## config.mk

```make
export PLATFORM = sky130hd
export DESIGN_NAME = clk_bringup_seq
export DESIGN_NICKNAME = d
export VERILOG_FILES = /design/src/rtl/clk_seq_pkg.sv /design/src/rtl/clk_seq_plan.sv /design/src/rtl/clk_seq_timeout.sv /design/src/rtl/clk_bringup_seq.sv
export SDC_FILE = /design/constraint.sdc
export NUM_CORES = 1
export LEC_CHECK = 0
export BUFFER_PORTS_ARGS = -buffer_cell sky130_fd_sc_hd__buf_2
export CAP_MARGIN = 30
export CORE_MARGIN = 8
export CORE_UTILIZATION = 42
export CTS_CLUSTER_DIAMETER = 80
export CTS_CLUSTER_SIZE = 10
export DETAILED_ROUTE_END_ITERATION = 16
export GPL_ROUTABILITY_DRIVEN = 0
export PLACE_DENSITY_LB_ADDON = 0.05
export SLEW_MARGIN = 20
export SYNTH_ARGS = -nofsm -noshare
export SYNTH_HDL_FRONTEND = slang
export SYNTH_HIERARCHICAL = 1
export SYNTH_SLANG_ARGS = --single-unit
```

## constraint.sdc

```tcl
create_clock -name clk -period 7.1 [get_ports clk]
set_input_delay 0 -clock clk [delete_from_list [all_inputs] [get_ports clk]]
set_output_delay 0 -clock clk [all_outputs]
set_load 0.1 [all_outputs]
```

## src/rtl/clk_seq_pkg.sv

```systemverilog
package clk_seq_pkg;

  localparam logic [1:0] SEL_INT = 2'b00;
  localparam logic [1:0] SEL_EXT = 2'b01;
  localparam logic [1:0] SEL_PLL = 2'b10;

  typedef enum logic [3:0] {
    S_IDLE,
    S_PREP,
    S_XOSC_WAIT,
    S_PLL_CFG,
    S_PLL_WAIT,
    S_WS_UP,
    S_SWITCH,
    S_WS_DOWN
  } seq_state_t;

  // Decoded outcome of one configuration.
  typedef struct packed {
    logic       reject;
    logic       use_ext;
    logic       use_pll;
    logic [1:0] sel;
    logic [1:0] ws;
    logic [3:0] mul_code;
  } seq_plan_t;

endpackage

```

## src/rtl/clk_seq_plan.sv

```systemverilog
module clk_seq_plan
  import clk_seq_pkg::*;
#(
  parameter int INT_MHZ = 8,
  parameter int MAX_MHZ = 72,
  parameter int WS1_MHZ = 24,
  parameter int WS2_MHZ = 48,
  parameter int MUL_MIN = 2,
  parameter int MUL_MAX = 16,
  parameter int FAC_W   = 5,
  parameter int EXT_W   = 7
) (
  input  logic             use_ext,
  input  logic             use_pll,
  input  logic [FAC_W-1:0] factor,
  input  logic [EXT_W-1:0] ext_mhz,
  output seq_plan_t        plan
);

  localparam int FREQ_W = EXT_W + FAC_W;

  logic [FAC_W-1:0]  fac_c;
  logic [FREQ_W-1:0] pll_in_mhz;
  logic [FREQ_W-1:0] sys_mhz;

  // Clamp requested factor into the supported range.
  always_comb begin
    fac_c = factor;
    if (factor < FAC_W'(MUL_MIN)) begin
      fac_c = FAC_W'(MUL_MIN);
    end else if (factor > FAC_W'(MUL_MAX)) begin
      fac_c = FAC_W'(MUL_MAX);
    end
  end

  always_comb begin
    pll_in_mhz = use_ext ? FREQ_W'(ext_mhz) : FREQ_W'(INT_MHZ / 2);
    if (use_pll) begin
      sys_mhz = pll_in_mhz * FREQ_W'(fac_c);
    end else if (use_ext) begin
      sys_mhz = FREQ_W'(ext_mhz);
    end else begin
      sys_mhz = FREQ_W'(INT_MHZ);
    end
  end

  always_comb begin
    plan.reject   = (sys_mhz > FREQ_W'(MAX_MHZ));
    plan.use_ext  = use_ext;
    plan.use_pll  = use_pll;
    plan.mul_code = 4'(fac_c - FAC_W'(MUL_MIN));
    if (sys_mhz <= FREQ_W'(WS1_MHZ)) begin
      plan.ws = 2'd0;
    end else if (sys_mhz <= FREQ_W'(WS2_MHZ)) begin
      plan.ws = 2'd1;
    end else begin
      plan.ws = 2'd2;
    end
    if (use_pll) begin
      plan.sel = SEL_PLL;
    end else if (use_ext) begin
      plan.sel = SEL_EXT;
    end else begin
      plan.sel = SEL_INT;
    end
  end

  always_comb begin
    a_code_range_r2: assert (plan.mul_code <= 4'(MUL_MAX - MUL_MIN));
  end

endmodule

```

## src/rtl/clk_seq_timeout.sv

```systemverilog
module clk_seq_timeout #(
  parameter int LIMIT = 4096
) (
  input  logic clk,
  input  logic rst_n,
  input  logic run,
  input  logic clr,
  output logic expired
);

  localparam int CW = $clog2(LIMIT + 1);
  localparam logic [CW-1:0] LAST = CW'(LIMIT - 1);

  logic [CW-1:0] cnt_q, cnt_n;

  always_comb begin
    cnt_n = cnt_q;
    if (!run || clr) begin
      cnt_n = '0;
    end else if (cnt_q != LAST) begin
      cnt_n = cnt_q + 1'b1;
    end
  end

  always_ff @(posedge clk or negedge rst_n) begin
    if (!rst_n) begin
      cnt_q <= '0;
    end else begin
      cnt_q <= cnt_n;
    end
  end

  assign expired = run && (cnt_q == LAST);

  p_cnt_bound_r9: assert property (@(posedge clk) disable iff (!rst_n)
    cnt_q <= LAST);

  p_cnt_idle_r9: assert property (@(posedge clk) disable iff (!rst_n)
    !$past(run) |-> cnt_q == '0);

endmodule

```

## src/rtl/clk_bringup_seq.sv

```systemverilog
module clk_bringup_seq
  import clk_seq_pkg::*;
#(
  parameter int INT_MHZ     = 8,
  parameter int MAX_MHZ     = 72,
  parameter int WS1_MHZ     = 24,
  parameter int WS2_MHZ     = 48,
  parameter int TIMEOUT_CYC = 4096,
  parameter int FAC_W       = 5,
  parameter int EXT_W       = 7
) (
  input  logic             clk,
  input  logic             rst_n,
  input  logic             start,
  input  logic             cfg_use_ext,
  input  logic             cfg_pll_en,
  input  logic [FAC_W-1:0] cfg_pll_factor,
  input  logic [EXT_W-1:0] cfg_ext_mhz,
  input  logic             xosc_ready,
  input  logic             pll_locked,
  output logic             xosc_en,
  output logic             pll_en,
  output logic             pll_src_ext,
  output logic [3:0]       pll_mul_code,
  output logic [1:0]       clk_sel,
  output logic [1:0]       flash_ws,
  output logic             done,
  output logic             err_timeout,
  output logic             err_reject
);

  seq_state_t state_q, state_n;
  seq_plan_t  plan_c, lat_q, lat_n;

  logic       xosc_en_q, xosc_en_n;
  logic       pll_en_q, pll_en_n;
  logic       src_q, src_n;
  logic [3:0] mul_q, mul_n;
  logic [1:0] sel_q, sel_n;
  logic [1:0] ws_q, ws_n;
  logic       done_q, done_n;
  logic       terr_q, terr_n;
  logic       rerr_q, rerr_n;

  logic       wait_run, wait_clr, wait_expired;
  logic       load_pll, go_order;

  clk_seq_plan #(
    .INT_MHZ (INT_MHZ),
    .MAX_MHZ (MAX_MHZ),
    .WS1_MHZ (WS1_MHZ),
    .WS2_MHZ (WS2_MHZ),
    .MUL_MIN (2),
    .MUL_MAX (16),
    .FAC_W   (FAC_W),
    .EXT_W   (EXT_W)
  ) u_plan (
    .use_ext (cfg_use_ext),
    .use_pll (cfg_pll_en),
    .factor  (cfg_pll_factor),
    .ext_mhz (cfg_ext_mhz),
    .plan    (plan_c)
  );

  assign wait_run = (state_q == S_XOSC_WAIT) || (state_q == S_PLL_CFG) ||
                    (state_q == S_PLL_WAIT);
  assign wait_clr = (state_n != state_q);

  clk_seq_timeout #(
    .LIMIT (TIMEOUT_CYC)
  ) u_timeout (
    .clk     (clk),
    .rst_n   (rst_n),
    .run     (wait_run),
    .clr     (wait_clr),
    .expired (wait_expired)
  );

  // Next-state and output-update logic.
  always_comb begin
    state_n   = state_q;
    lat_n     = lat_q;
    xosc_en_n = xosc_en_q;
    pll_en_n  = pll_en_q;
    src_n     = src_q;
    mul_n     = mul_q;
    sel_n     = sel_q;
    ws_n      = ws_q;
    done_n    = 1'b0;
    terr_n    = terr_q;
    rerr_n    = rerr_q;
    load_pll  = 1'b0;
    go_order  = 1'b0;

    unique case (state_q)
      S_IDLE: begin
        if (start) begin
          terr_n = 1'b0;
          rerr_n = plan_c.reject;
          if (!plan_c.reject) begin
            lat_n   = plan_c;
            state_n = S_PREP;
          end
        end
      end
      S_PREP: begin
        if (sel_q == SEL_PLL) begin
          sel_n = SEL_INT;              // park; re-evaluate next cycle
        end else if (lat_q.use_ext) begin
          xosc_en_n = 1'b1;
          state_n   = S_XOSC_WAIT;
        end else if (lat_q.use_pll) begin
          load_pll = 1'b1;
        end else begin
          go_order = 1'b1;
        end
      end
      S_XOSC_WAIT: begin
        if (xosc_ready) begin
          if (lat_q.use_pll) begin
            load_pll = 1'b1;
          end else begin
            go_order = 1'b1;
          end
        end else if (wait_expired) begin
          terr_n  = 1'b1;
          state_n = S_IDLE;
        end
      end
      S_PLL_CFG: begin
        if (!pll_locked) begin
          pll_en_n = 1'b1;
          state_n  = S_PLL_WAIT;
        end else if (wait_expired) begin
          terr_n  = 1'b1;
          state_n = S_IDLE;
        end
      end
      S_PLL_WAIT: begin
        if (pll_locked) begin
          go_order = 1'b1;
        end else if (wait_expired) begin
          terr_n  = 1'b1;
          state_n = S_IDLE;
        end
      end
      S_WS_UP: begin
        ws_n    = lat_q.ws;
        state_n = S_SWITCH;
      end
      S_SWITCH: begin
        sel_n = lat_q.sel;
        if (lat_q.ws < ws_q) begin
          state_n = S_WS_DOWN;
        end else begin
          done_n  = 1'b1;
          state_n = S_IDLE;
        end
      end
      S_WS_DOWN: begin
        ws_n    = lat_q.ws;
        done_n  = 1'b1;
        state_n = S_IDLE;
      end
      default: state_n = S_IDLE;
    endcase

    if (load_pll) begin
      pll_en_n = 1'b0;
      mul_n    = lat_q.mul_code;
      src_n    = lat_q.use_ext;
      state_n  = S_PLL_CFG;
    end
    if (go_order) begin
      state_n = (lat_q.ws > ws_q) ? S_WS_UP : S_SWITCH;
    end
  end

  // State and output registers.
  always_ff @(posedge clk or negedge rst_n) begin
    if (!rst_n) begin
      state_q   <= S_IDLE;
      lat_q     <= '0;
      xosc_en_q <= 1'b0;
      pll_en_q  <= 1'b0;
      src_q     <= 1'b0;
      mul_q     <= '0;
      sel_q     <= SEL_INT;
      ws_q      <= '0;
      done_q    <= 1'b0;
      terr_q    <= 1'b0;
      rerr_q    <= 1'b0;
    end else begin
      state_q   <= state_n;
      lat_q     <= lat_n;
      xosc_en_q <= xosc_en_n;
      pll_en_q  <= pll_en_n;
      src_q     <= src_n;
      mul_q     <= mul_n;
      sel_q     <= sel_n;
      ws_q      <= ws_n;
      done_q    <= done_n;
      terr_q    <= terr_n;
      rerr_q    <= rerr_n;
    end
  end

  assign xosc_en      = xosc_en_q;
  assign pll_en       = pll_en_q;
  assign pll_src_ext  = src_q;
  assign pll_mul_code = mul_q;
  assign clk_sel      = sel_q;
  assign flash_ws     = ws_q;
  assign done         = done_q;
  assign err_timeout  = terr_q;
  assign err_reject   = rerr_q;

  p_fields_frozen_r4: assert property (@(posedge clk) disable iff (!rst_n)
    (pll_en_q && $past(pll_en_q)) |-> ($stable(mul_q) && $stable(src_q)));

  p_enable_after_unlock_r4: assert property (@(posedge clk) disable iff (!rst_n)
    $rose(pll_en_q) |-> !$past(pll_locked));

  p_pll_sel_enabled_r5: assert property (@(posedge clk) disable iff (!rst_n)
    (sel_q == SEL_PLL && $past(sel_q) != SEL_PLL) |-> pll_en_q);

  p_ext_sel_enabled_r1: assert property (@(posedge clk) disable iff (!rst_n)
    (sel_q == SEL_EXT && $past(sel_q) != SEL_EXT) |-> xosc_en_q);

  p_ws_covers_switch_r7: assert property (@(posedge clk) disable iff (!rst_n)
    $past(state_q == S_SWITCH) |-> $past(ws_q) >= lat_q.ws);

  p_done_pulse_r10: assert property (@(posedge clk) disable iff (!rst_n)
    done_q |=> !done_q);

  p_park_before_pll_r11: assert property (@(posedge clk) disable iff (!rst_n)
    $fell(pll_en_q) |-> sel_q != SEL_PLL);

  p_code_range_r2: assert property (@(posedge clk) disable iff (!rst_n)
    mul_q <= 4'd14);

endmodule

```

Word level (Yosys, flattened, before mapping):

Cells that the tools add are included.

* register bits: 41
* output and inout bits: 14
* logic and storage cells: 110

* $add $sub $neg: 2
* $mul: 1
* order comparisons: 7
* equality and inequality tests: 17
* multiplexer cells: 48
* bitwise gates (word level): 2
* reduce and logical (&&, ||, !) cells: 17

Operator list (number)
* 2-to-1 mux 4 bit: 10
* case mux 4 bit (7 select lines): 1
* 2-to-1 mux 13 bit: 2
* 2-to-1 mux 1 bit: 19
* equality test 4 x 3 -> 1 bit, second input constant: 4
* 2-to-1 mux 7 bit: 2
* adder 13 x 1 -> 13 bit, second input constant: 1
* equality test 13 x 12 -> 1 bit, second input constant: 1
* inequality test 13 x 12 -> 1 bit, second input constant: 1
* greater-than comparator 12 x 7 -> 1 bit, second input constant: 1
* <= comparator 12 x 5 -> 1 bit, second input constant: 1
* <= comparator 12 x 6 -> 1 bit, second input constant: 1
* multiplier 7 x 5 -> 12 bit: 1
* 2-to-1 mux 12 bit: 1
* 2-to-1 mux 2 bit: 5
* 2-to-1 mux 5 bit: 2
* inequality test 2 bit, second input constant: 5
* equality test 4 x 2 -> 1 bit, second input constant: 2
* AND reduction 2 bit: 3
* AND reduction 3 bit: 2
* nonzero test 2 bit: 3
* greater-than comparator 5 bit, second input constant: 1
* < comparator 5 x 2 -> 1 bit, second input constant: 1
* AND reduction 5 bit: 1
* 19 further kinds: 23

Logic depth before layout (Yosys ltp):

* word-level depth: 14
* mapped depth: 26
* depth with buffers taken out: 24

Modules after synthesis:

The synthesis kept the hierarchy.

By module, submodules not included
* clk_bringup_seq: instances 1, cells an instance 134, area an instance 1488.9 um2, seq. area each 700.7 um2
* clk_seq_plan: instances 1, cells an instance 177, area an instance 1317.5 um2, seq. area each 0.0 um2
* clk_seq_timeout: instances 1, cells an instance 73, area an instance 729.4 um2, seq. area each 325.3 um2

Worst setup path before layout:

OpenSTA, ideal clock, no wires.

* kind: input-to-reg
* from: input cfg_pll_factor[4]
* to: register u_timeout.cnt_q[7]
* setup time: 64 ps
* arrival: 5023 ps
* setup slack: 2013 ps
* stages on the path: 23
* path buffers: 3
* cells stage by stage: clkbuf_1 nand2b_1 clkbuf_1 nor2_1 fa_1 fa_1 fa_1 ha_1 nor2b_1 o31ai_2 a21oi_1 and2_1 a32oi_1 nand3_1 nand4b_1 nor3b_1 a21boi_1 nor2_1 a2111o_1 nand2b_1 clkbuf_1 nor2_1 a31o_2

RTL lines
* start: declaration: RTL line clk_bringup_seq.sv:17 `input logic [FAC_W-1:0] cfg_pll_factor,`
* end signal: assignment: RTL line clk_seq_timeout.sv:29 `cnt_q <= cnt_n;`
* end: declaration: RTL line clk_seq_timeout.sv:14 `logic [CW-1:0] cnt_q, cnt_n;`

==> results.cfg <==
[routing]
dr_total_vias = 2850
drtAntennaViolNets = 0
first_iter_violations = 120
dr.pass1.iters = 4
wl_per_cell_um = 15.2
vias_per_cell = 5.58
wirelength_mm = 7.75
drc = 0

[die]
die-area_um2 = 11600
rows = 33
initial_core_util = 0.433
pin_count = 33
dieHeight_um = 108
coreArea_um2 = 8180
die_w_um = 108

[clocking]
cts-buffers-inserted = 5
clockBufferDepth = 2
post_cts_buffers = 0
ctsRootBufferMaster = clkbuf_8
cts_hold_buf = 2
cts.htree.levels = 2
path_clk_slew_ns = 0.08
post_cts_resized = 0
cts_sinks = 41
cts_tree = done
clk_latency_ns = 0.30

[grt]
grt_pass1_wl_mm = 13.8
antenna_found_initial = 0
grt_usage = 0.144
grt_pass1_vias = 2911
gr-total-overflow = 0
grt_max_degree = 42

[sta]
hold_violations = 0
finalWorstSetupSlack_ns = 1.31
max_freq_mhz = 173
setup-tns-final_ns = 0
fin_crit_ns = 5.79
tightest_slew_ns = 0.677
drv_slew = 0
rsz0062_at_grt = false
maxSlewHeadroom = 0.547
period_share = 0.816
finalClockSkew_ns = 0.0119
setup_violations = 0

[placement]
port_buffers = 32
hpwl_mm = 5.96
dp_slack_ns = 0.975

[final_layout]
final_common_cell = nor2_1
area_growth_pct = 9.20
final_net_count = 463
final_util = 0.472
antenna_cells = 0
layout_common_cells = 57 x nor2_1, 41 x dfrtp_1, 32 x buf_2
final_layout_size_suffix_gt1_frac = 0.190

[logic_synthesis]
synth-compound-area-share = 0.161
synth_top_family_by_area = simple AND/OR/NAND/NOR gates
ys_ff_latch = 41
syn_area_per_cell_um2 = 9.21
netlist_area_um2 = 3540
async_reset_ff_frac = 1.00
synth-edff-count = 0
synthFlopType = dfrtp_1
synth_fa_ha_area_frac = 0.173
synth_simple_gate_area_frac = 0.218
synthMuxAreaShare = 0.0602
synth.distinct_cells = 73
synth_fp_nets = 442
yosysSeqAreaShare = 0.290
synthCells = 384
ys_warn_count = 6
synth_xor_area_frac = 0.0322

[setup_path]
cp-end-kind = register
cp.required_ns = 7.33
crit_slowest_cell = nand4b_1
path_class = input pin to register
crit_fanout = 16
worstPathCellList = buf_2 -> nor2b_1 -> nor2_1 -> fa_1 -> fa_1 -> fa_1 -> ha_1 -> nor2b_1 -> o31ai_2 -> a21oi_1 -> and2_1 -> a32oi_1 -> nand3_1 -> nand4b_1 -> nor3b_1 -> a21boi_1 -> nor2_1 -> a2111o_1 -> nand2b_1 -> nor2_1 -> a31o_2
critPathArrivalTime_ns = 6.02
critical_path.max_stage_delay_ns = 0.57
start_kind = input pin

[power]
vdd_drop_max_mv = 0.209
cellPowerDensity_nw_per_um2 = 274
power_leakage_nw = 1.78

[outcome]
status = complete, no violations

[run]
max_cap_viol_count = 0

[min_path]
hold_path.class = input pin to register
-- stage by stage --
stage / cell area (um^2) / power (mW) / instances / hold slack, ns
final: 3860 / 1.06 / 511 / 0.145
after global routing: 3860 / 1.13 / 511 / 0.162
after global placement: 3700 / 0.868 / 500 / 0.202
after CTS: 3830 / 1.07 / 510 / 0.129
after floorplan: 3540 / 0.780 / 384 / -0.296
after detailed placement: 3700 / 0.870 / 500 / 0.209
-- kinds of logic after synthesis --
family	count (synthesis)
AND/OR/NAND/NOR	149
AO/OA/AOI/OAI	73
buffers and inverters	48
flip-flops	41
adder cells (fa/ha/maj)	40
multiplexers	19
XOR/XNOR	13
other	1
-- cell type report --
cell class / count / area, um^2
repair buffers: 35 / 208
well taps: 105 / 131
flip-flops and latches: 41 / 1030
inverters: 27 / 101
multi-input cells: 295 / 2280
clock buffers: 5 / 68.8
fillers: 809 / 4310
clock inverters: 3 / 46.3
-- registers in the layout, indices dropped and copies added (netlist names), 2 cells and up --
name / flops
clk_sel: 2
flash_ws: 2
lat_q: 10
pll_mul_code: 4
state_q: 4
u_timeout/cnt_q: 13
-- report_power, final --
group	leakage, nW	switching (mW)	total, mW	internal, mW
clock	0.0543	0.0874	0.193	0.105
combinational	1.19	0.350	0.510	0.160
sequential	0.537	0.0631	0.356	0.293
total	1.78	0.501	1.06	0.558
-- routing by layer --
metal,vias to the layer above,routed length (um),GRT usage
li1,1399,-,-
met5,-,0,0
met4,0,74,0.0387
met2,52,3690,0.240
met3,8,179,0.0216
met1,1391,3800,0.188
-- path summary, 6_finish.rpt --
path / from / end / slack [ns] / depth (start not counted)
hold reg to reg: xosc_en / xosc_en / 0.47 / 1
hold / removal: cfg_use_ext / lat_q[9] / 0.15 / 2
setup / recovery: cfg_use_ext / u_timeout/cnt_q[7] / 1.31 / 21
setup reg to reg: state_q[2] / u_timeout/cnt_q[7] / 3.26 / 14
max in group asynchronous: rst_n / u_timeout/cnt_q[8] / 6.40 / 3
min in group asynchronous: rst_n / pll_en / 0.20 / 2
-- Yosys cell counts (all sizes together) (2+ instances only) --
cell type | number | area [um^2]
a21boi | 2 | 15.0
a211oi | 3 | 27.5
o21ai | 15 | 75.1
nand2b | 8 | 50.1
nand2 | 23 | 86.3
ha | 24 | 300
a211o | 4 | 35.0
nand4 | 3 | 18.8
a21oi | 12 | 60.1
nand3 | 10 | 50.1
a41oi | 3 | 33.8
a31o | 4 | 35.0
xnor2 | 9 | 78.8
nor2b | 9 | 56.3
nor3b | 2 | 15.0
nor4b | 2 | 32.5
xor2 | 4 | 35.0
inv | 27 | 101
fa | 15 | 300
nor2 | 58 | 220
o211ai | 2 | 15.0
mux2 | 18 | 203
nand4b | 3 | 26.3
a2111oi | 2 | 36.3
nor4 | 2 | 12.5
dfrtp | 41 | 1030
and3 | 8 | 51.3
clkbuf | 9 | 33.8
nor3 | 7 | 35.0
a31oi | 8 | 50.1
o311a | 2 | 20.0
buf | 12 | 95.1
a32oi | 2 | 25.0
and4 | 3 | 26.3
or2 | 3 | 21.3
or3b | 2 | 17.5
-- worst max-delay path, delay by kind of cell --
family,cells,cell delay [ns]
AND/OR/NAND/NOR,10,2.46
buffers and inverters,1,0.22
adder cells (fa/ha/maj),4,1.82
AO/OA/AOI/OAI,6,1.51
Power figures use the tool's default switching activity.
